==> config.mk <==
export PLATFORM = sky130hd
export DESIGN_NAME = cfg_xlat
export DESIGN_NICKNAME = d
export VERILOG_FILES = /design/src/rtl/cfg_xlat_pkg.sv /design/src/rtl/cfg_xlat_addr.sv /design/src/rtl/cfg_xlat_lane.sv /design/src/rtl/cfg_xlat_ctrl.sv /design/src/rtl/cfg_xlat.sv
export SDC_FILE = /design/constraint.sdc
export NUM_CORES = 1
export LEC_CHECK = 0
export ABC_CLOCK_PERIOD_IN_PS = 2900
export BUFFER_PORTS_ARGS = -buffer_cell sky130_fd_sc_hd__buf_2
export CAP_MARGIN = 20
export CORE_MARGIN = 2
export CORE_UTILIZATION = 46
export DETAILED_ROUTE_END_ITERATION = 12
export GPL_TIMING_DRIVEN = 0
export PLACE_DENSITY = 0.77
export REMOVE_ABC_BUFFERS = 1
export SYNTH_ARGS = -nofsm -noshare
export SYNTH_HDL_FRONTEND = slang
export SYNTH_SLANG_ARGS = --single-unit
export TNS_END_PERCENT = 10
==> constraint.sdc <==
create_clock -name clk -period 2.9 [get_ports clk]
set_clock_uncertainty 0.2 [all_clocks]
set_input_delay 0.145 -clock clk [delete_from_list [all_inputs] [get_ports clk]]
set_output_delay 0.145 -clock clk [all_outputs]
set_load 0.05 [all_outputs]
==> src/rtl/cfg_xlat_pkg.sv <==
package cfg_xlat_pkg;

    typedef enum logic [2:0] {
        ST_IDLE,
        ST_DECODE,
        ST_WIN,
        ST_RD,
        ST_WR,
        ST_DONE
    } xl_state_t;

    typedef enum logic [1:0] {
        ERR_NONE  = 2'd0,
        ERR_SIZE  = 2'd1,
        ERR_NODEV = 2'd2,
        ERR_ABORT = 2'd3
    } xl_err_t;

    // function field position in the window address; the device and bus
    // fields of a type 1 address are stacked directly above it
    localparam int FN_LSB = 8;

endpackage

==> src/rtl/cfg_xlat_addr.sv <==
module cfg_xlat_addr
    import cfg_xlat_pkg::*;
#(
    parameter int          AW        = 32,
    parameter int          BUS_W     = 8,
    parameter int          DEV_W     = 5,
    parameter int          FN_W      = 3,
    parameter int          OFF_W     = 8,
    parameter int          SLOT_MAX  = 16,
    parameter int          SPLIT_BIT = 26,
    parameter logic [31:0] WIN_BASE  = 32'h0C00_0000,
    parameter logic [31:0] CODE_T0   = 32'h0000_0002,
    parameter logic [31:0] CODE_T1   = 32'h0000_0003
) (
    input  logic [BUS_W-1:0] bus,
    input  logic [DEV_W-1:0] dev,
    input  logic [FN_W-1:0]  func,
    input  logic [OFF_W-1:0] off,
    input  logic             card,
    output logic [AW-1:0]    addr,
    output logic [AW-1:0]    win,
    output logic             bad_dev
);
    localparam int          DEV1_LSB = FN_LSB + FN_W;
    localparam int          BUS1_LSB = DEV1_LSB + DEV_W;
    localparam int          SEL_LSB  = BUS1_LSB;
    localparam logic [AW-1:0] HI_MASK = {AW{1'b1}} << SPLIT_BIT;
    localparam logic [AW-1:0] ONE     = AW'(1);

    logic [AW-1:0] sel;
    logic [AW-1:0] common;
    logic          type0;

    always_comb begin
        type0   = (bus == '0);
        sel     = ONE << (int'(dev) + SEL_LSB);
        common  = AW'(WIN_BASE) | (AW'(func) << FN_LSB) | (AW'(off) & ~AW'(3));
        bad_dev = (card && dev != '0) || (type0 && int'(dev) >= SLOT_MAX);
        if (type0) begin
            addr = common | (sel & ~HI_MASK);
            win  = AW'(CODE_T0) | (sel & HI_MASK);
        end else begin
            addr = common | (AW'(bus) << BUS1_LSB) | (AW'(dev) << DEV1_LSB);
            win  = AW'(CODE_T1);
        end
    end

endmodule

==> src/rtl/cfg_xlat_lane.sv <==
module cfg_xlat_lane #(
    parameter int DW   = 32,
    parameter int SZ_W = 3
) (
    input  logic [DW-1:0]   word,
    input  logic [DW-1:0]   wdata,
    input  logic [1:0]      lane,
    input  logic [SZ_W-1:0] size,
    output logic [DW-1:0]   rd_val,
    output logic [DW-1:0]   merged
);
    logic [4:0]    sh;
    logic [DW-1:0] shifted;
    logic [DW-1:0] keep;
    logic [DW-1:0] ins;

    always_comb begin
        sh      = {lane, 3'b000};
        shifted = word >> sh;
        if (size == SZ_W'(1)) begin
            rd_val = DW'(shifted[7:0]);
            keep   = ~(DW'(8'hFF) << sh);
            ins    = DW'(wdata[7:0]) << sh;
        end else if (size == SZ_W'(2)) begin
            rd_val = DW'(shifted[15:0]);
            keep   = ~(DW'(16'hFFFF) << sh);
            ins    = DW'(wdata[15:0]) << sh;
        end else begin
            rd_val = shifted;
            keep   = '0;
            ins    = wdata;
        end
        merged = (word & keep) | ins;
    end

endmodule

==> src/rtl/cfg_xlat_ctrl.sv <==
module cfg_xlat_ctrl
    import cfg_xlat_pkg::*;
#(
    parameter int AW        = 32,
    parameter int DW        = 32,
    parameter int BUS_W     = 8,
    parameter int DEV_W     = 5,
    parameter int FN_W      = 3,
    parameter int OFF_W     = 8,
    parameter int SZ_W      = 3,
    parameter int SPLIT_BIT = 26
) (
    input  logic             clk,
    input  logic             rst_n,
    input  logic             req_valid,
    input  logic             req_write,
    input  logic [BUS_W-1:0] req_bus,
    input  logic [DEV_W-1:0] req_dev,
    input  logic [FN_W-1:0]  req_func,
    input  logic [OFF_W-1:0] req_off,
    input  logic [SZ_W-1:0]  req_size,
    input  logic [DW-1:0]    req_wdata,
    input  logic             req_card,
    output logic [BUS_W-1:0] q_bus,
    output logic [DEV_W-1:0] q_dev,
    output logic [FN_W-1:0]  q_func,
    output logic [OFF_W-1:0] q_off,
    output logic [SZ_W-1:0]  q_size,
    output logic             q_card,
    output logic [DW-1:0]    q_wdata,
    input  logic [AW-1:0]    gen_addr,
    input  logic [AW-1:0]    gen_win,
    input  logic             gen_bad_dev,
    input  logic [DW-1:0]    lane_rdata,
    input  logic [DW-1:0]    lane_merged,
    output logic             req_busy,
    output logic             done,
    output logic [1:0]       done_err,
    output logic [DW-1:0]    done_rdata,
    output logic             win_upd,
    output logic [AW-1:0]    win_val,
    output logic             mem_req,
    output logic             mem_we,
    output logic [AW-1:0]    mem_addr,
    output logic [DW-1:0]    mem_wdata,
    input  logic             mem_ack,
    input  logic             mem_abort
);
    localparam int DEV1_LSB = FN_LSB + FN_W;
    localparam int BUS1_LSB = DEV1_LSB + DEV_W;
    localparam int SEL_LSB  = BUS1_LSB;

    xl_state_t     state_q, state_d;
    xl_err_t       err_q;
    logic          write_q;
    logic          size_ok;
    logic          full_wr;
    logic [DW-1:0] rdata_q;
    logic [AW-1:0] addr_q;
    logic          win_seen_q;
    logic          rd_ok_q;

    always_comb begin
        size_ok = (q_size == SZ_W'(1)) || (q_size == SZ_W'(2)) || (q_size == SZ_W'(4));
        full_wr = write_q && (q_size == SZ_W'(4));
    end

    // state register
    always_ff @(posedge clk or negedge rst_n) begin
        if (!rst_n) state_q <= ST_IDLE;
        else        state_q <= state_d;
    end

    // next state
    always_comb begin
        state_d = state_q;
        unique case (state_q)
            ST_IDLE:   if (req_valid) state_d = ST_DECODE;
            ST_DECODE: state_d = (!size_ok || gen_bad_dev) ? ST_DONE : ST_WIN;
            ST_WIN:    state_d = full_wr ? ST_WR : ST_RD;
            ST_RD: begin
                if (mem_abort)    state_d = ST_DONE;
                else if (mem_ack) state_d = write_q ? ST_WR : ST_DONE;
            end
            ST_WR:     if (mem_abort || mem_ack) state_d = ST_DONE;
            ST_DONE:   state_d = ST_IDLE;
            default:   state_d = ST_IDLE;
        endcase
    end

    // request latch and data path
    always_ff @(posedge clk or negedge rst_n) begin
        if (!rst_n) begin
            q_bus      <= '0;
            q_dev      <= '0;
            q_func     <= '0;
            q_off      <= '0;
            q_size     <= '0;
            q_card     <= 1'b0;
            q_wdata    <= '0;
            write_q    <= 1'b0;
            err_q      <= ERR_NONE;
            rdata_q    <= '0;
            addr_q     <= '0;
            win_val    <= '0;
            win_seen_q <= 1'b0;
            rd_ok_q    <= 1'b0;
        end else begin
            unique case (state_q)
                ST_IDLE: if (req_valid) begin
                    q_bus      <= req_bus;
                    q_dev      <= req_dev;
                    q_func     <= req_func;
                    q_off      <= req_off;
                    q_size     <= req_size;
                    q_card     <= req_card;
                    q_wdata    <= req_wdata;
                    write_q    <= req_write;
                    err_q      <= ERR_NONE;
                    rdata_q    <= '0;
                    win_seen_q <= 1'b0;
                    rd_ok_q    <= 1'b0;
                end
                ST_DECODE: begin
                    if (!size_ok)         err_q <= ERR_SIZE;
                    else if (gen_bad_dev) err_q <= ERR_NODEV;
                    else begin
                        win_val <= gen_win;
                        addr_q  <= gen_addr;
                    end
                end
                ST_WIN: win_seen_q <= 1'b1;
                ST_RD: begin
                    if (mem_abort) begin
                        err_q   <= ERR_ABORT;
                        rdata_q <= '1;
                    end else if (mem_ack) begin
                        rd_ok_q <= 1'b1;
                        if (write_q) q_wdata <= lane_merged;
                        else         rdata_q <= lane_rdata;
                    end
                end
                ST_WR: if (mem_abort) err_q <= ERR_ABORT;
                ST_DONE: ;
                default: ;
            endcase
        end
    end

    // outputs
    always_comb begin
        req_busy   = (state_q != ST_IDLE);
        done       = (state_q == ST_DONE);
        win_upd    = (state_q == ST_WIN);
        mem_req    = (state_q == ST_RD) || (state_q == ST_WR);
        mem_we     = (state_q == ST_WR);
        mem_addr   = addr_q;
        mem_wdata  = q_wdata;
        done_err   = err_q;
        done_rdata = rdata_q;
    end

    assert_size_legal_R1: assert property (@(posedge clk) disable iff (!rst_n)
        mem_req |-> size_ok);

    assert_card_slot_R2: assert property (@(posedge clk) disable iff (!rst_n)
        (mem_req && q_card) |-> (q_dev == '0));

    // base address assumed clear between SPLIT_BIT-1 and SEL_LSB
    assert_onehot_split_R3: assert property (@(posedge clk) disable iff (!rst_n)
        (mem_req && q_bus == '0) |->
        ($countones({win_val[AW-1:SPLIT_BIT], mem_addr[SPLIT_BIT-1:SEL_LSB]}) == 1));

    assert_type1_fields_R4: assert property (@(posedge clk) disable iff (!rst_n)
        (mem_req && q_bus != '0) |->
        (mem_addr[BUS1_LSB +: BUS_W] == q_bus && mem_addr[DEV1_LSB +: DEV_W] == q_dev));

    assert_func_align_R5: assert property (@(posedge clk) disable iff (!rst_n)
        mem_req |-> (mem_addr[1:0] == 2'b00 && mem_addr[FN_LSB +: FN_W] == q_func));

    assert_rmw_read_first_R7: assert property (@(posedge clk) disable iff (!rst_n)
        (mem_req && mem_we && q_size != SZ_W'(4)) |-> rd_ok_q);

    assert_full_no_read_R8: assert property (@(posedge clk) disable iff (!rst_n)
        (mem_req && !mem_we) |-> !full_wr);

    assert_abort_ends_R9: assert property (@(posedge clk) disable iff (!rst_n)
        (mem_req && mem_abort) |=> (done && done_err == 2'd3));

    assert_abort_ones_R9: assert property (@(posedge clk) disable iff (!rst_n)
        (mem_req && !mem_we && !write_q && mem_abort) |=> (done_rdata == '1));

    assert_done_busy_R10: assert property (@(posedge clk) disable iff (!rst_n)
        done |-> req_busy);

    assert_done_release_R10: assert property (@(posedge clk) disable iff (!rst_n)
        done |=> (!req_busy && !done));

    assert_win_first_R11: assert property (@(posedge clk) disable iff (!rst_n)
        mem_req |-> win_seen_q);

    assert_hold_access_R12: assert property (@(posedge clk) disable iff (!rst_n)
        (mem_req && !mem_ack && !mem_abort) |=>
        (mem_req && $stable(mem_addr) && $stable(mem_we) && $stable(mem_wdata)));

endmodule

==> src/rtl/cfg_xlat.sv <==
module cfg_xlat
    import cfg_xlat_pkg::*;
#(
    parameter int          AW        = 32,
    parameter int          DW        = 32,
    parameter int          BUS_W     = 8,
    parameter int          DEV_W     = 5,
    parameter int          FN_W      = 3,
    parameter int          OFF_W     = 8,
    parameter int          SZ_W      = 3,
    parameter int          SLOT_MAX  = 16,
    parameter int          SPLIT_BIT = 26,
    parameter logic [31:0] WIN_BASE  = 32'h0C00_0000,
    parameter logic [31:0] CODE_T0   = 32'h0000_0002,
    parameter logic [31:0] CODE_T1   = 32'h0000_0003
) (
    input  logic             clk,
    input  logic             rst_n,
    input  logic             req_valid,
    input  logic             req_write,
    input  logic [BUS_W-1:0] req_bus,
    input  logic [DEV_W-1:0] req_dev,
    input  logic [FN_W-1:0]  req_func,
    input  logic [OFF_W-1:0] req_off,
    input  logic [SZ_W-1:0]  req_size,
    input  logic [DW-1:0]    req_wdata,
    input  logic             card_mode,
    output logic             req_busy,
    output logic             done,
    output logic [1:0]       done_err,
    output logic [DW-1:0]    done_rdata,
    output logic             win_upd,
    output logic [AW-1:0]    win_val,
    output logic             mem_req,
    output logic             mem_we,
    output logic [AW-1:0]    mem_addr,
    output logic [DW-1:0]    mem_wdata,
    input  logic             mem_ack,
    input  logic             mem_abort,
    input  logic [DW-1:0]    mem_rdata
);
    logic [BUS_W-1:0] q_bus;
    logic [DEV_W-1:0] q_dev;
    logic [FN_W-1:0]  q_func;
    logic [OFF_W-1:0] q_off;
    logic [SZ_W-1:0]  q_size;
    logic             q_card;
    logic [DW-1:0]    q_wdata;
    logic [AW-1:0]    gen_addr;
    logic [AW-1:0]    gen_win;
    logic             gen_bad_dev;
    logic [DW-1:0]    lane_rdata;
    logic [DW-1:0]    lane_merged;

    cfg_xlat_addr #(
        .AW(AW), .BUS_W(BUS_W), .DEV_W(DEV_W), .FN_W(FN_W), .OFF_W(OFF_W),
        .SLOT_MAX(SLOT_MAX), .SPLIT_BIT(SPLIT_BIT), .WIN_BASE(WIN_BASE),
        .CODE_T0(CODE_T0), .CODE_T1(CODE_T1)
    ) u_addr (
        .bus(q_bus), .dev(q_dev), .func(q_func), .off(q_off), .card(q_card),
        .addr(gen_addr), .win(gen_win), .bad_dev(gen_bad_dev)
    );

    cfg_xlat_lane #(.DW(DW), .SZ_W(SZ_W)) u_lane (
        .word(mem_rdata), .wdata(q_wdata), .lane(q_off[1:0]), .size(q_size),
        .rd_val(lane_rdata), .merged(lane_merged)
    );

    cfg_xlat_ctrl #(
        .AW(AW), .DW(DW), .BUS_W(BUS_W), .DEV_W(DEV_W), .FN_W(FN_W),
        .OFF_W(OFF_W), .SZ_W(SZ_W), .SPLIT_BIT(SPLIT_BIT)
    ) u_ctrl (
        .clk(clk), .rst_n(rst_n),
        .req_valid(req_valid), .req_write(req_write), .req_bus(req_bus),
        .req_dev(req_dev), .req_func(req_func), .req_off(req_off),
        .req_size(req_size), .req_wdata(req_wdata), .req_card(card_mode),
        .q_bus(q_bus), .q_dev(q_dev), .q_func(q_func), .q_off(q_off),
        .q_size(q_size), .q_card(q_card), .q_wdata(q_wdata),
        .gen_addr(gen_addr), .gen_win(gen_win), .gen_bad_dev(gen_bad_dev),
        .lane_rdata(lane_rdata), .lane_merged(lane_merged),
        .req_busy(req_busy), .done(done), .done_err(done_err),
        .done_rdata(done_rdata), .win_upd(win_upd), .win_val(win_val),
        .mem_req(mem_req), .mem_we(mem_we), .mem_addr(mem_addr),
        .mem_wdata(mem_wdata), .mem_ack(mem_ack), .mem_abort(mem_abort)
    );

endmodule

Word level (Yosys, flattened, before mapping) --
Index checks and enable logic that the tools add are counted.
Word-level totals: bits in registers 162, bits in latches 0, memory bits (writable) 0, memory bits (read-only) 0, input port bits 98, output and inout port bits 135, word-level logic and storage cells 101, memories kept 0
Operators by class: add/subtract/negate cells 1, multiply operators 0, divide/modulo/power cells 0, order comparisons 1, eq/ne operators 17, shift-type cells 6, muxes and demuxes 31, bitwise operators 9, reduce and logical (&&, ||, !) cells 23
Operators with widths (number):
- 32-bit two-way mux | 16
- 32-bit one-hot mux with 2 select lines | 2
- 32-bit inverter | 2
- 32-bit AND | 1
- 32-bit by 16-bit OR with 32-bit output | 1
- 32-bit by 24-bit OR with 32-bit output | 1
- 32-bit by 26-bit OR with 32-bit output | 1
- 32-bit OR | 1
- 1-bit by 32-bit left shift with 32-bit output (first input constant) | 1
- 16-bit by 5-bit left shift with 32-bit output | 1
- 16-bit by 5-bit left shift with 32-bit output (first input constant) | 1
- 8-bit by 5-bit left shift with 32-bit output | 1
- 8-bit by 5-bit left shift with 32-bit output (first input constant) | 1
- 32-bit by 5-bit >> shifter with 32-bit output | 1
- 28-bit by 8-bit OR with 28-bit output | 1
- 3-bit two-way mux | 6
- 3-bit one-hot mux with 5 select lines | 1
- 3-bit by 2-bit equality test with 1-bit output (second input constant) | 3
- 3-bit equality test (second input constant) | 3
- 8-bit logical NOT | 1
- 2-bit two-way mux | 4
- 4-bit AND reduction | 2
- 5-bit by 5-bit adder with 6-bit output (second input constant) | 1
- 3-bit by 1-bit equality test with 1-bit output (second input constant) | 2
- other kinds (19) | 33

Longest topological paths before layout --
Gate-level depths: netlist of the first run.
depth after elaboration 10, depth in mapped cells 9

Modules after synthesis --
Synthesis of the first run repeated with hierarchy kept, for this count alone.
Second synthesis, totals: cells, all modules 861, area total of the unflattened synthesis 9796.9 µm²
Modules (own cells, without submodules):
- cfg_xlat_ctrl | times used 1, cells an instance 529, area an instance 7566.0 µm², seq. area each 4053.9 µm²
- cfg_xlat_lane | times used 1, cells an instance 249, area an instance 1670.4 µm², seq. area each 0.0 µm²
- cfg_xlat_addr | times used 1, cells an instance 83, area an instance 560.5 µm², seq. area each 0.0 µm²

Least setup slack after synthesis of the first run --
Ideal clock, no wire load.
path type flip-flop to flip-flop, from register u_ctrl.q_off[1], to register u_ctrl.q_wdata[16], in the netlist u_ctrl.mem_wdata[16], library setup time 0.065 ns, data arrival time 2.673 ns, data required time 2.635 ns, slack -0.038 ns, stages on the path, launching flop included 10, buffers on the path 2, clock period less this slack 2.938 ns, cell sequence dfrtp_1 inv_1 clkbuf_1 clkbuf_1 ha_1 or4b_2 o31ai_1 a32oi_1 a211oi_1 a21o_1
Between the ends: word-level cells in the longest chain between the ends 10
RTL lines:
- start, declared | line cfg_xlat_ctrl.sv:27 | output logic [OFF_W-1:0] q_off,
- start signal, assigned | line cfg_xlat_ctrl.sv:114 | q_off <= req_off;
- 16-bit by 5-bit left shift with 32-bit output | line cfg_xlat_lane.sv:26 | keep = ~(DW'(16'hFFFF) << sh);
- 32-bit inverter | line cfg_xlat_lane.sv:26
- 32-bit two-way mux | line cfg_xlat_lane.sv:24 | end else if (size == SZ_W'(2)) begin
- 32-bit two-way mux | line cfg_xlat_lane.sv:20 | if (size == SZ_W'(1)) begin
- 32-bit AND | line cfg_xlat_lane.sv:33 | merged = (word & keep) | ins;
- 32-bit OR (*) | line cfg_xlat_lane.sv:33
- 32-bit two-way mux (*) | line cfg_xlat_ctrl.sv:139 | if (write_q) q_wdata <= lane_merged;
- 32-bit two-way mux (*) | line cfg_xlat_ctrl.sv:137 | end else if (mem_ack) begin
- 32-bit two-way mux (*) | line cfg_xlat_ctrl.sv:134 | if (mem_abort) begin
- 32-bit one-hot mux with 2 select lines (*) | line cfg_xlat_ctrl.sv:109 | unique case (state_q)
- end signal, assigned | line cfg_xlat_ctrl.sv:117 | q_wdata <= req_wdata;
- end signal, assigned | line cfg_xlat_ctrl.sv:139
- end, declared | line cfg_xlat_ctrl.sv:30 | output logic [DW-1:0] q_wdata,
Mark *: on every way between the ends. The rest lies on a longest branch, timed or not. The select of a mux whose other input is x is not followed. A chain may end at the register's enable or synchronous reset.

Worst setup path after layout of the first run --
from register u_ctrl.q_off[1], to register u_ctrl.q_wdata[21], in the netlist u_ctrl.mem_wdata[21]
The elaborated chain is that of the path after synthesis.

==> qor.csv, run 1 <==
metric;value;unit
status;completed;
ratio of final minimum period to clock period;0.982;
synth-to-layout area growth;37.6;%
number of flops mapped to enable cells by yosys;0;
number of global-route vias before repair;6670;
CTS tree;built;
Residual DRC;0;
reg2reg end;u_ctrl.mem_wdata[21];
DIE AREA;0.0163;mm²
largest net degree at the start of global routing;88;
initial DRC count;505;
die width;128;µm
clk root buf;clkbuf_16;
unrepaired setup endpoints after global routing;yes;
worst reg-to-reg setup slack;50;ps
WS Path Type;reg -> reg;
DR pass1 iterations;6;
Rel. slew slack;0.283;
synth warn;0;
Cell Pwr Density;1210;mW/mm²
setup TNS;0;ps
total wire length;23600;µm
Critical Path Fanout Max;19;
CP startpoint kind;flip-flop;
Port Buffers;204;
class of the worst hold path;in -> async;
worst r2r src;u_ctrl.q_off[1];
core area;0.0151;mm²
first-pass GRT wire length;36600;µm
grt total ovfl;0;
layout cells sized above 1;0.281;
Netlist Area Pre-Place;0.00705;mm²
number of cells produced by synthesis;767;
fillers;1245;
ant diodes;0;
met3 usage;0.0659;
hpwl dp;15700;µm
Antenna Nets Post-Route;0;
worst skew pair latency;420;ps
MaxCap Viol Count;0;
num ports;233;
CP endpoint kind;flip-flop;
Initial Util;0.467;
reg2reg path depth;8;
hold slack final;23.9;ps
Final setup viols;0;
Slew @ Worst Pin;1070;ps
Final #Nets;1138;
Via-to-Cell Ratio;5.67;
gr usage total;0.289;
most common cell after layout, fill and taps aside;buf_2;
vias;7016;
Synth Register Bits;132;
average wire per standard cell;19.1;µm
# clock sinks;132;
Max VDD drop;0.000725;V
GR Util met2;0.466;
gr busiest metal;met2;
Pleak;4.79;nW
met1 Use GR;0.366;
Clock Tree Buf Depth;2;
final hold violations;0;
ys async rst share;1.00;
TritonCTS Buffers;17;
std cell rows;45;
initial antenna violation count;0;
design area;0.00970;mm²
DP Area;0.00818;mm²
post-synthesis sequential area ratio;0.469;
H-Tree Level Count;4;
Clock Pin Slew Worst Setup and Hold Paths;60;ps
fmax;351;MHz
fin. max-slew vios;0;
final RePlAce weighted congestion;0.918;
Die H;128;µm
count of cell types in the netlist;60;
WP data arrival;3000;ps
Data required, critical path;3050;ps
minimum clock period;2850;ps
commonest cells after routing, fill and taps aside;buf_2, nand2_1, dfrtp_1;
predominant post-synthesis flop cell;dfrtp_1;
Mean Syn Cell Area;9.19;µm²
kinds of logic (layout without fill, tap and decap cells):
family | Yosys count | count (layout) | synth area share
DFF | 132 | 132 | 0.469
other | 1 | 28 | 0.000532
muxes | 40 | 40 | 0.0646
buffers and inverters | 92 | 347 | 0.0703
and+or+nand+nor | 272 | 272 | 0.170
xor gates and xnor gates | 1 | 1 | 0.00124
adders and majority gates | 4 | 4 | 0.00710
AOI/OAI and AO/OA | 225 | 225 | 0.217
area by class of cell:
cell class / count / area (µm²) / area share
multi-input cells: 570 / 3370 / 0.348
flip-flops and latches: 132 / 3310 / 0.342
repair buffers: 309 / 2180 / 0.224
clock buffers: 18 / 439 / 0.0453
well taps: 188 / 235 / 0.0243
clock inverters: 14 / 129 / 0.0133
inverters: 5 / 26.3 / 0.00271
repair inverters: 1 / 5.00 / 0.000516
synthesized netlist by cell type, types with 3 or more instances:
cell | count | area (µm²)
and2_1 | 6 | 37.5
dfrtp_1 | 132 | 3300
ha_1 | 4 | 50.1
a22oi_1 | 8 | 60.1
a31oi_1 | 7 | 43.8
o21ai_0 | 49 | 245
mux2_2 | 8 | 90.1
o21a_1 | 3 | 22.5
mux2i_1 | 23 | 230
nand2_1 | 158 | 593
a21o_1 | 9 | 67.6
o21ai_1 | 7 | 35.0
o2bb2ai_1 | 7 | 61.3
buf_4 | 32 | 240
mux2_4 | 9 | 135
nor2_1 | 60 | 225
inv_1 | 5 | 18.8
nand3_1 | 4 | 20.0
a221oi_1 | 11 | 96.3
a221o_1 | 8 | 80.1
a222oi_1 | 6 | 60.1
a211oi_1 | 8 | 60.1
clkbuf_1 | 39 | 146
nand2b_1 | 9 | 56.3
o31ai_1 | 10 | 75.1
a21oi_1 | 54 | 270
nor2b_1 | 5 | 31.3
a32oi_1 | 6 | 52.6
a22o_1 | 14 | 123
nor4_1 | 3 | 18.8
nor3_1 | 5 | 25.0
o211ai_1 | 6 | 45.0
buf_2 | 12 | 60.1
metal layers:
metal  vias up  wire (µm)
met5         -          0
met4         0        922
met3        64       2140
met2       440      11300
met1      3297       9270
li1       3215          -
registers in the layout (all words and copies together) (netlist names):
register and count:
u_ctrl.done_rdata 32, u_ctrl.mem_wdata 32, u_ctrl.mem_addr 26, u_ctrl.q_bus 8, u_ctrl.q_off 8, u_ctrl.win_val 8
u_ctrl.q_dev 5, u_ctrl.q_func 3, u_ctrl.q_size 3, u_ctrl.state_q 3, u_ctrl.done_err 2, u_ctrl.q_card 1
u_ctrl.write_q 1
worst max-delay path, stage by stage, from the launching register on:
cell and delay (ps):
dfrtp_4 590, clkinvlp_4 160, ha_1 290, or4b_2 700, o31ai_2 130, buf_4 240, a32oi_1 80, a211oi_1 250
a21o_1 120
worst max path at each step:
stage | from | to | cells after the start
CTS | u_ctrl.q_off[0] | u_ctrl.mem_wdata[18] | 8
global placement | u_ctrl.state_q[0] | u_ctrl.mem_wdata[23] | 5
detailed placement | u_ctrl.q_off[1] | u_ctrl.mem_wdata[18] | 8
finish | u_ctrl.q_off[1] | u_ctrl.mem_wdata[21] | 8
floorplan | u_ctrl.q_off[0] | u_ctrl.mem_wdata[16] | 7
global route | u_ctrl.q_off[1] | u_ctrl.mem_wdata[21] | 8
power by group:
group / switching [W] / internal [W] / leakage (nW) / total, W
combinational: 0.00438 / 0.00194 / 2.83 / 0.00632
sequential: 0.000761 / 0.00260 / 1.69 / 0.00336
clock: 0.000863 / 0.00121 / 0.273 / 0.00207
total: 0.00601 / 0.00575 / 4.79 / 0.0118
per-stage QoR:
step / worst slack [ps] / cells / total power (W) / util
floorplan: -547 / 707 / 0.00761 / -
global placement: -1870 / 1099 / 0.00913 / 0.525
detailed placement: -572 / 1112 / 0.00943 / 0.542
CTS: -0.0242 / 1234 / 0.0117 / 0.640
global route: -57.1 / 1237 / 0.0124 / 0.643
finish: 52.8 / 1237 / 0.0118 / 0.643
what timing repair did:
| action | 4_1_cts | 5_1_grt |
|---|---|---|
| endpoints found under the setup margin | 29 | 38 |
| resized for setup | 5 | 5 |
| gates cloned | 1 | 0 |
| hold buffers | 87 | 0 |
| buffers inserted | 2 | 2 |
| pin swaps | 0 | 3 |
| endpoints found under the hold margin | 207 | 0 |
No activity file was read; power rests on OpenSTA's default activity.
==> run 2: changes to the inputs <==
- ABC_AREA: unset -> 1
- CORE_UTILIZATION: 46 -> 47
==> run 2 against run 1 <==
Effect of this change: die area is 5.4% higher; register-to-register slack better by 50 ps; critical path type unchanged; cell count up 30%; critical path depth is the same; via count up 20%; maximum frequency grew 1.7%; core utilization rose by 0.59 points; first-iteration DRC count increased by 39%; sequential power decreased by 2%; sequential share of layout area down 1.9 points; wire length increased by 6.7%.
==> qor.csv, run 2 <==
metric;value;unit;change
Clock Pin Slew Worst Setup and Hold Paths;70;ps;about the same
Port Buffers;204;;unchanged
WS Path Type;reg -> reg;;
grt total ovfl;0;;unchanged
Pleak;5.53;nW;+15%
number of global-route vias before repair;7945;;+19%
H-Tree Level Count;4;;unchanged
die width;131;µm;+2.6%
clk root buf;clkbuf_16;;
Clock Tree Buf Depth;2;;unchanged
Non-Filler Instances;1604;;+30%
worst skew pair latency;430;ps;about the same
num ports;233;;unchanged
metal3 WL;1990;µm;-6.7%
minimum clock period;2800;ps;-48.4 ps
synth-to-layout area growth;35.1;%;
core area;0.0158;mm²;+4.9%
ys async rst share;1.00;;unchanged
std cell rows;46;;+2.2%
number of cells produced by synthesis;1095;;+43%
Internal;0.00540;W;-6.1%
Netlist Area Pre-Place;0.00760;mm²;+7.8%
Final #Nets;1473;;+29%
vias;8418;;+20%
ratio of final minimum period to clock period;0.965;;-0.0167
fmax;357;MHz;+1.7%
switching power;0.00642;W;+6.8%
Sw Ratio;0.543;;+0.0321
Logic pwr share;0.543;;+0.005
commonest cells after routing, fill and taps aside;nand2_1, buf_2, dfrtp_1;;
Metal-1 WL;10300;µm;+11%
worst reg-to-reg setup slack;100;ps;+50 ps
Top Layer Used;met4;;
Cell Pwr Density;1150;mW/mm²;-5.0%
Slew @ Worst Pin;792;ps;-278 ps
met2 routed WL;11800;µm;+4.5%
synth warn;0;;unchanged
reg2reg end;u_ctrl.done_rdata[29];;
number of flops mapped to enable cells by yosys;0;;unchanged
Data required, critical path;3020;ps;-30 ps
Residual DRC;0;;unchanged
slowest stage delay, CP;560;ps;-140 ps
Post-synth top cells;nand2_1, dfrtp_1, nor2_1;;
Synth area leaders;dfrtp_1, nand2_1, nor2_1, nand3_1, o21ai_0;;
unrepaired setup endpoints after global routing;yes;;
initial antenna violation count;4;;+4
total wire length;25200;µm;+6.7%
Seq pwr share;0.279;;-0.007
DR pass1 iterations;8;;+2
DIE AREA;0.0172;mm²;+5.4%
worst r2r src;u_ctrl.q_size[0];;
fin. max-slew vios;0;;unchanged
Antenna Nets Post-Route;0;;unchanged
Initial Util;0.480;;+0.0131
final hold violations;0;;unchanged
class of the worst hold path;in -> async;;
CTS tree;built;;
largest net degree at the start of global routing;85;;-3.4%
CP endpoint kind;flip-flop;;
post-synthesis sequential area ratio;0.435;;-0.0341
Die H;131;µm;+2.6%
Final setup viols;0;;unchanged
most frequent CP cell;nand2_1;;
MaxCap Viol Count;0;;unchanged
Max VDD drop;0.000625;V;-14%
Yosys top cell by area;dfrtp_1;;
reg2reg path depth;8;;unchanged
Via-to-Cell Ratio;5.25;;-7.5%
final RePlAce weighted congestion;0.916;;-0.23%
CP startpoint kind;flip-flop;;
Synth Register Bits;132;;unchanged
# clock sinks;132;;unchanged
top-area cell type share of the netlist area;0.435;;-0.0341
most numerous cell in the Yosys netlist;nand2_1;;
most common cell after layout, fill and taps aside;nand2_1;;
TritonCTS Buffers;17;;unchanged
average wire per standard cell;15.7;µm;-18%
gr usage total;0.286;;-0.00299
setup TNS;0;ps;unchanged
WP data arrival;2920;ps;-80 ps
Clk pwr share;0.178;;+0.002
Post-Route Utilization;0.649;;+0.00592
CP max-delay cell;nand2_2;;
first-pass GRT wire length;39900;µm;+8.9%
hpwl dp;15700;µm;-0.21%
layout cells sized above 1;0.197;;-0.0840
Mean Syn Cell Area;6.94;µm²;-24%
status;completed;;
CP cell instances;inv_1 > nand3_2 > nand2_2 > inv_2 > nand2_1 > o21ai_0 > nand2_1 > nand2_1;;
Rel. slew slack;0.471;;+0.188
count of cell types in the netlist;30;;-50%
placed cells;1459;;+31%
predominant post-synthesis flop cell;dfrtp_1;;
Critical Path Fanout Max;23;;+4
initial DRC count;704;;+39%
run 2: cell types whose count changed in the layout (fill, tap and decap cells not counted), moves of 13 or more:
cell | before | now
a21oi_1 | 54 | 36
a22o_1 | 14 | 0
dlygate4sd3_1 | 87 | 108
o21ai_0 | 49 | 64
o21ai_1 | 6 | 40
nand2_1 | 158 | 428
mux2i_1 | 23 | 0
inv_2 | 0 | 13
nand3_1 | 4 | 73
inv_1 | 3 | 60
nor2_1 | 59 | 98
run 2: final cells by class:
type / instances / area (µm²)
sequential: 132 / 3310
clock buffer: 18 / 439
fill: 1362 / 5560
timing repair buffer: 315 / 2170
inverter: 75 / 287
antenna: 4 / 10.0
clock inverter: 14 / 138
multi-input combinational: 830 / 3640
tap: 216 / 270
run 2: worst max-delay path by stage:
stage	start	cells after the start	end
after floorplan	u_ctrl.state_q[2]	8	u_ctrl.mem_wdata[0]
after global placement	u_ctrl.state_q[2]	8	u_ctrl.mem_wdata[7]
after detailed placement	u_ctrl.state_q[2]	9	u_ctrl.mem_wdata[2]
after CTS	u_ctrl.q_size[2]	5	u_ctrl.mem_addr[15]
after global routing	u_ctrl.q_size[0]	5	u_ctrl.mem_addr[11]
final	u_ctrl.q_size[0]	8	u_ctrl.done_rdata[29]
run 2: cells by family after synthesis:
family	Yosys count	synth area share
other cells	1	0.000494
compound gates	168	0.118
simple gates	629	0.335
fa+ha+maj	4	0.00659
buf+inv	161	0.105
flops	132	0.435
run 2: power by group through the flow:
stage | Combinational [W] | Clock [W] | Sequential, W
2_1_floorplan | 0.00269 | 0 | 0.00492
3_3_place_gp | 0.00588 | 0 | 0.00325
3_5_place_dp | 0.00601 | 0 | 0.00327
4_1_cts | 0.00627 | 0.00211 | 0.00326
5_1_grt | 0.00694 | 0.00219 | 0.00339
6_report | 0.00642 | 0.00210 | 0.00330
run 2: metal layers:
| metal | global-route usage | vias to the layer above |
|---|---|---|
| li1 | - | 3987 |
| met1 | 0.366 | 3868 |
| met2 | 0.458 | 460 |
| met3 | 0.0571 | 103 |
| met4 | 0.157 | 0 |
| met5 | 0 | - |
run 2: timing repair:
action / CTS / global route
buffers inserted: 0 / 0
pin swaps: 1 / 1
endpoints found under the hold margin: 214 / 0
endpoints found under the setup margin: 70 / 72
hold buffers: 108 / 0
cloned: 0 / 1
gates resized for setup: 5 / 3
run 2: worst max-delay path, delay by kind of cell (launching register included):
family	cells	cell delay, ps
flip-flops	1	400
buffers and inverters	2	440
AND/OR/NAND/NOR	5	1500
AO/OA/AOI/OAI	1	140
run 2: stage by stage:
step	worst slack (ps)	power [W]	hold WS [ps]	cell area, µm²
floorplan	-143	0.00761	-351	7180
global placement	-1360	0.00913	148	8470
detailed placement	-532	0.00928	-89.7	8550
CTS	-57.3	0.0116	2.53	10200
global route	-75.9	0.0125	64.0	10300
finish	101	0.0118	4.28	10300
==> run 3: changes to the inputs <==
- CORE_ASPECT_RATIO: unset -> 0.9
- CORE_UTILIZATION: 47 -> 50
- PLACE_DENSITY: 0.77 -> 0.78
- SYNTH_HIERARCHICAL: unset -> 1
- TNS_END_PERCENT: 10 -> unset
==> run 3 against run 2 <==
Effect of this change: core utilization down 1.9 points; cell count is 15% higher; worst setup slack better by 43 ps; register-to-register slack better by 40 ps; critical endpoint is now u_ctrl/mem_wdata[26].
==> qor.csv, run 3 <==
metric;value;unit;change
Buf/Inv on CP;4;;+2
vias;9557;;+14%
Antenna Nets Post-Route;0;;unchanged
Non-Filler Instances;1849;;+15%
final hold violations;0;;unchanged
most frequent CP cell;nand2_1;;
largest net degree at the start of global routing;103;;+21%
Final setup viols;0;;unchanged
Pleak;6.46;nW;+17%
status;completed;;
H-Tree Level Count;4;;unchanged
TritonCTS Buffers;17;;unchanged
Yosys top cell by area;dfrtp_1;;
core area;0.0191;mm²;+21%
final RePlAce weighted congestion;0.895;;-2.3%
class of the worst hold path;in -> async;;
Critical Path Fanout Max;36;;+57%
number of global-route vias before repair;8851;;+11%
Synth area leaders;dfrtp_1, nand2_1, o21ai_0, inv_1, buf_4;;
std cell rows;48;;+4.3%
Cell Pwr Density;1210;mW/mm²;+4.7%
CP endpoint kind;flip-flop;;
number of flops mapped to enable cells by yosys;0;;unchanged
commonest cells after routing, fill and taps aside;nand2_1, buf_2, dfrtp_1;;
ant diodes;0;;-4
Clock Pin Slew Worst Setup and Hold Paths;70;ps;about the same
Port Buffers;232;;+14%
top-area cell type share of the netlist area;0.418;;-0.0169
first-pass GRT wire length;43600;µm;+9.3%
worst skew pair latency;420;ps;about the same
CP max-delay cell;dlygate4sd3_1;;
CP top delay family;buffers and inverters;;
Data required, critical path;3050;ps;+30 ps
Synth Register Bits;162;;+23%
synth-to-layout area growth;23.9;%;
worst slack, placed;-787;ps;-255 ps
CTS tree;built;;
gr usage total;0.268;;-0.0178
ys async rst share;1.00;;unchanged
synth warn;6;;+6
clk root buf;clkbuf_16;;
layout cells sized above 1;0.215;;+0.0173
total power;0.0145;W;+23%
post-synthesis sequential area ratio;0.418;;-0.0169
predominant post-synthesis flop cell;dfrtp_1;;
Mean Syn Cell Area;7.18;µm²;+3.5%
Netlist Area Pre-Place;0.00970;mm²;+28%
Clock Tree Buf Depth;2;;unchanged
WS Path Type;reg -> reg;;
WP data arrival;2910;ps;about the same
DIE AREA;0.0205;mm²;+19%
Die H;136;µm;+3.8%
hpwl dp;17700;µm;+13%
average wire per standard cell;15.4;µm;-2.2%
design area;0.0120;mm²;+17%
num ports;233;;unchanged
die width;151;µm;+15%
initial DRC count;1097;;+56%
Rel. slew slack;0.430;;-0.0411
placed cells;1727;;+18%
DR pass1 iterations;5;;-3
# clock sinks;162;;+23%
fmax;363;MHz;+1.6%
CP cell instances;inv_2 > nand3_4 > inv_6 > nand2_1 > nand2_1 > inv_1 > nand3_1 > nand2_1 > nand2_1 > dlygate4sd3_1 > nand2_1 > nand2_1;;
Via-to-Cell Ratio;5.17;;-1.5%
minimum clock period;2760;ps;-43.0 ps
MaxCap Viol Count;0;;unchanged
fin. max-slew vios;0;;unchanged
count of cell types in the netlist;29;;-3.3%
most numerous cell in the Yosys netlist;nand2_1;;
initial antenna violation count;0;;-4
Initial Util;0.508;;+0.0279
total wire length;28400;µm;+13%
unrepaired setup endpoints after global routing;no;;
CP startpoint kind;flip-flop;;
number of cells produced by synthesis;1351;;+23%
most common cell after layout, fill and taps aside;nand2_1;;
Post-synth top cells;nand2_1, dfrtp_1, inv_1;;
DP Area;0.0105;mm²;+23%
Final #Nets;1688;;+15%
slowest stage delay, CP;540;ps;-20 ps
Max VDD drop;0.000900;V;+44%
Residual DRC;0;;unchanged
ratio of final minimum period to clock period;0.950;;-0.0148
setup ws final;144;ps;+43.0 ps
Slew @ Worst Pin;854;ps;+61.8 ps
grt total ovfl;0;;unchanged
==> run 3: changes by cell type after synthesis, moves of 10 or more <==
cell and delta:
mux2_2 +25, buf_4 +33, o21ai_0 +43, nand2_1 +63
clkbuf_1 +10, nor2_1 -36, a21oi_1 -30, dfrtp_1 +30
inv_1 +82
==> run 3: cell type report <==
cell class	count	area, µm²
Fill cell	1640	7080
Multi-Input combinational cell	928	4300
Sequential cell	162	4060
Timing Repair Buffer	325	2150
Inverter	152	599
Clock buffer	18	429
Tap cell	250	313
Clock inverter	14	164
==> run 3: cell families after synthesis <==
logic type,after synthesis,share of synthesized area
AND/OR/NAND/NOR,677,0.290
buffers and inverters,294,0.154
adder cells (fa/ha/maj),4,0.00516
AO/OA/AOI/OAI,187,0.103
flip-flops,162,0.418
multiplexers,25,0.0290
other,2,0.000774
==> run 3: path summary, 6_finish.rpt <==
| kind | depth (start not counted) | end | slack (ps) | start |
|---|---|---|---|---|
| min in group clk | 7 | u_ctrl/mem_wdata[21] | 30 | mem_rdata[21] |
| max in group asynchronous | 3 | u_ctrl/q_off[1] | 1560 | rst_n |
| min | 2 | u_ctrl/mem_addr[28] | 30 | rst_n |
| max reg2reg | 12 | u_ctrl/mem_wdata[26] | 140 | u_ctrl/q_size[2] |
| min reg2reg | 2 | u_ctrl/mem_addr[7] | 280 | u_ctrl/mem_addr[7] |
| max | 12 | u_ctrl/mem_wdata[26] | 140 | u_ctrl/q_size[2] |
==> run 3: repair_timing <==
item / 4_1_cts / 5_1_grt
resized for setup: 8 / 6
hold endpoints to repair: 221 / 0
endpoints found under the setup margin: 64 / 58
setup buffers: 0 / 5
hold buffers: 83 / 0
gates cloned: 0 / 2
pin swaps: 0 / 3
==> run 3: routing by layer <==
| metal | GRT usage | wire length [µm] | vias to the layer above |
|---|---|---|---|
| met4 | 0.113 | 953 | 0 |
| met3 | 0.0718 | 2810 | 90 |
| met5 | 0 | 0 | - |
| li1 | - | - | 4608 |
| met2 | 0.431 | 13300 | 493 |
| met1 | 0.344 | 11400 | 4366 |
==> run 3: through the flow <==
step	hold WS (ps)	setup TNS, ps	utilization
floorplan	-351	-6660	-
CTS	3.04	0	0.625
detailed placement	-80.7	-31260	0.550
finish	25.7	0	0.629
global placement	177	-287120	0.543
global route	47.4	0	0.629
==> run 3: where the power goes <==
group          switching (W)  total, W  internal [W]
sequential          0.000808   0.00401       0.00321
combinational        0.00604   0.00820       0.00216
clock                0.00104   0.00228       0.00124
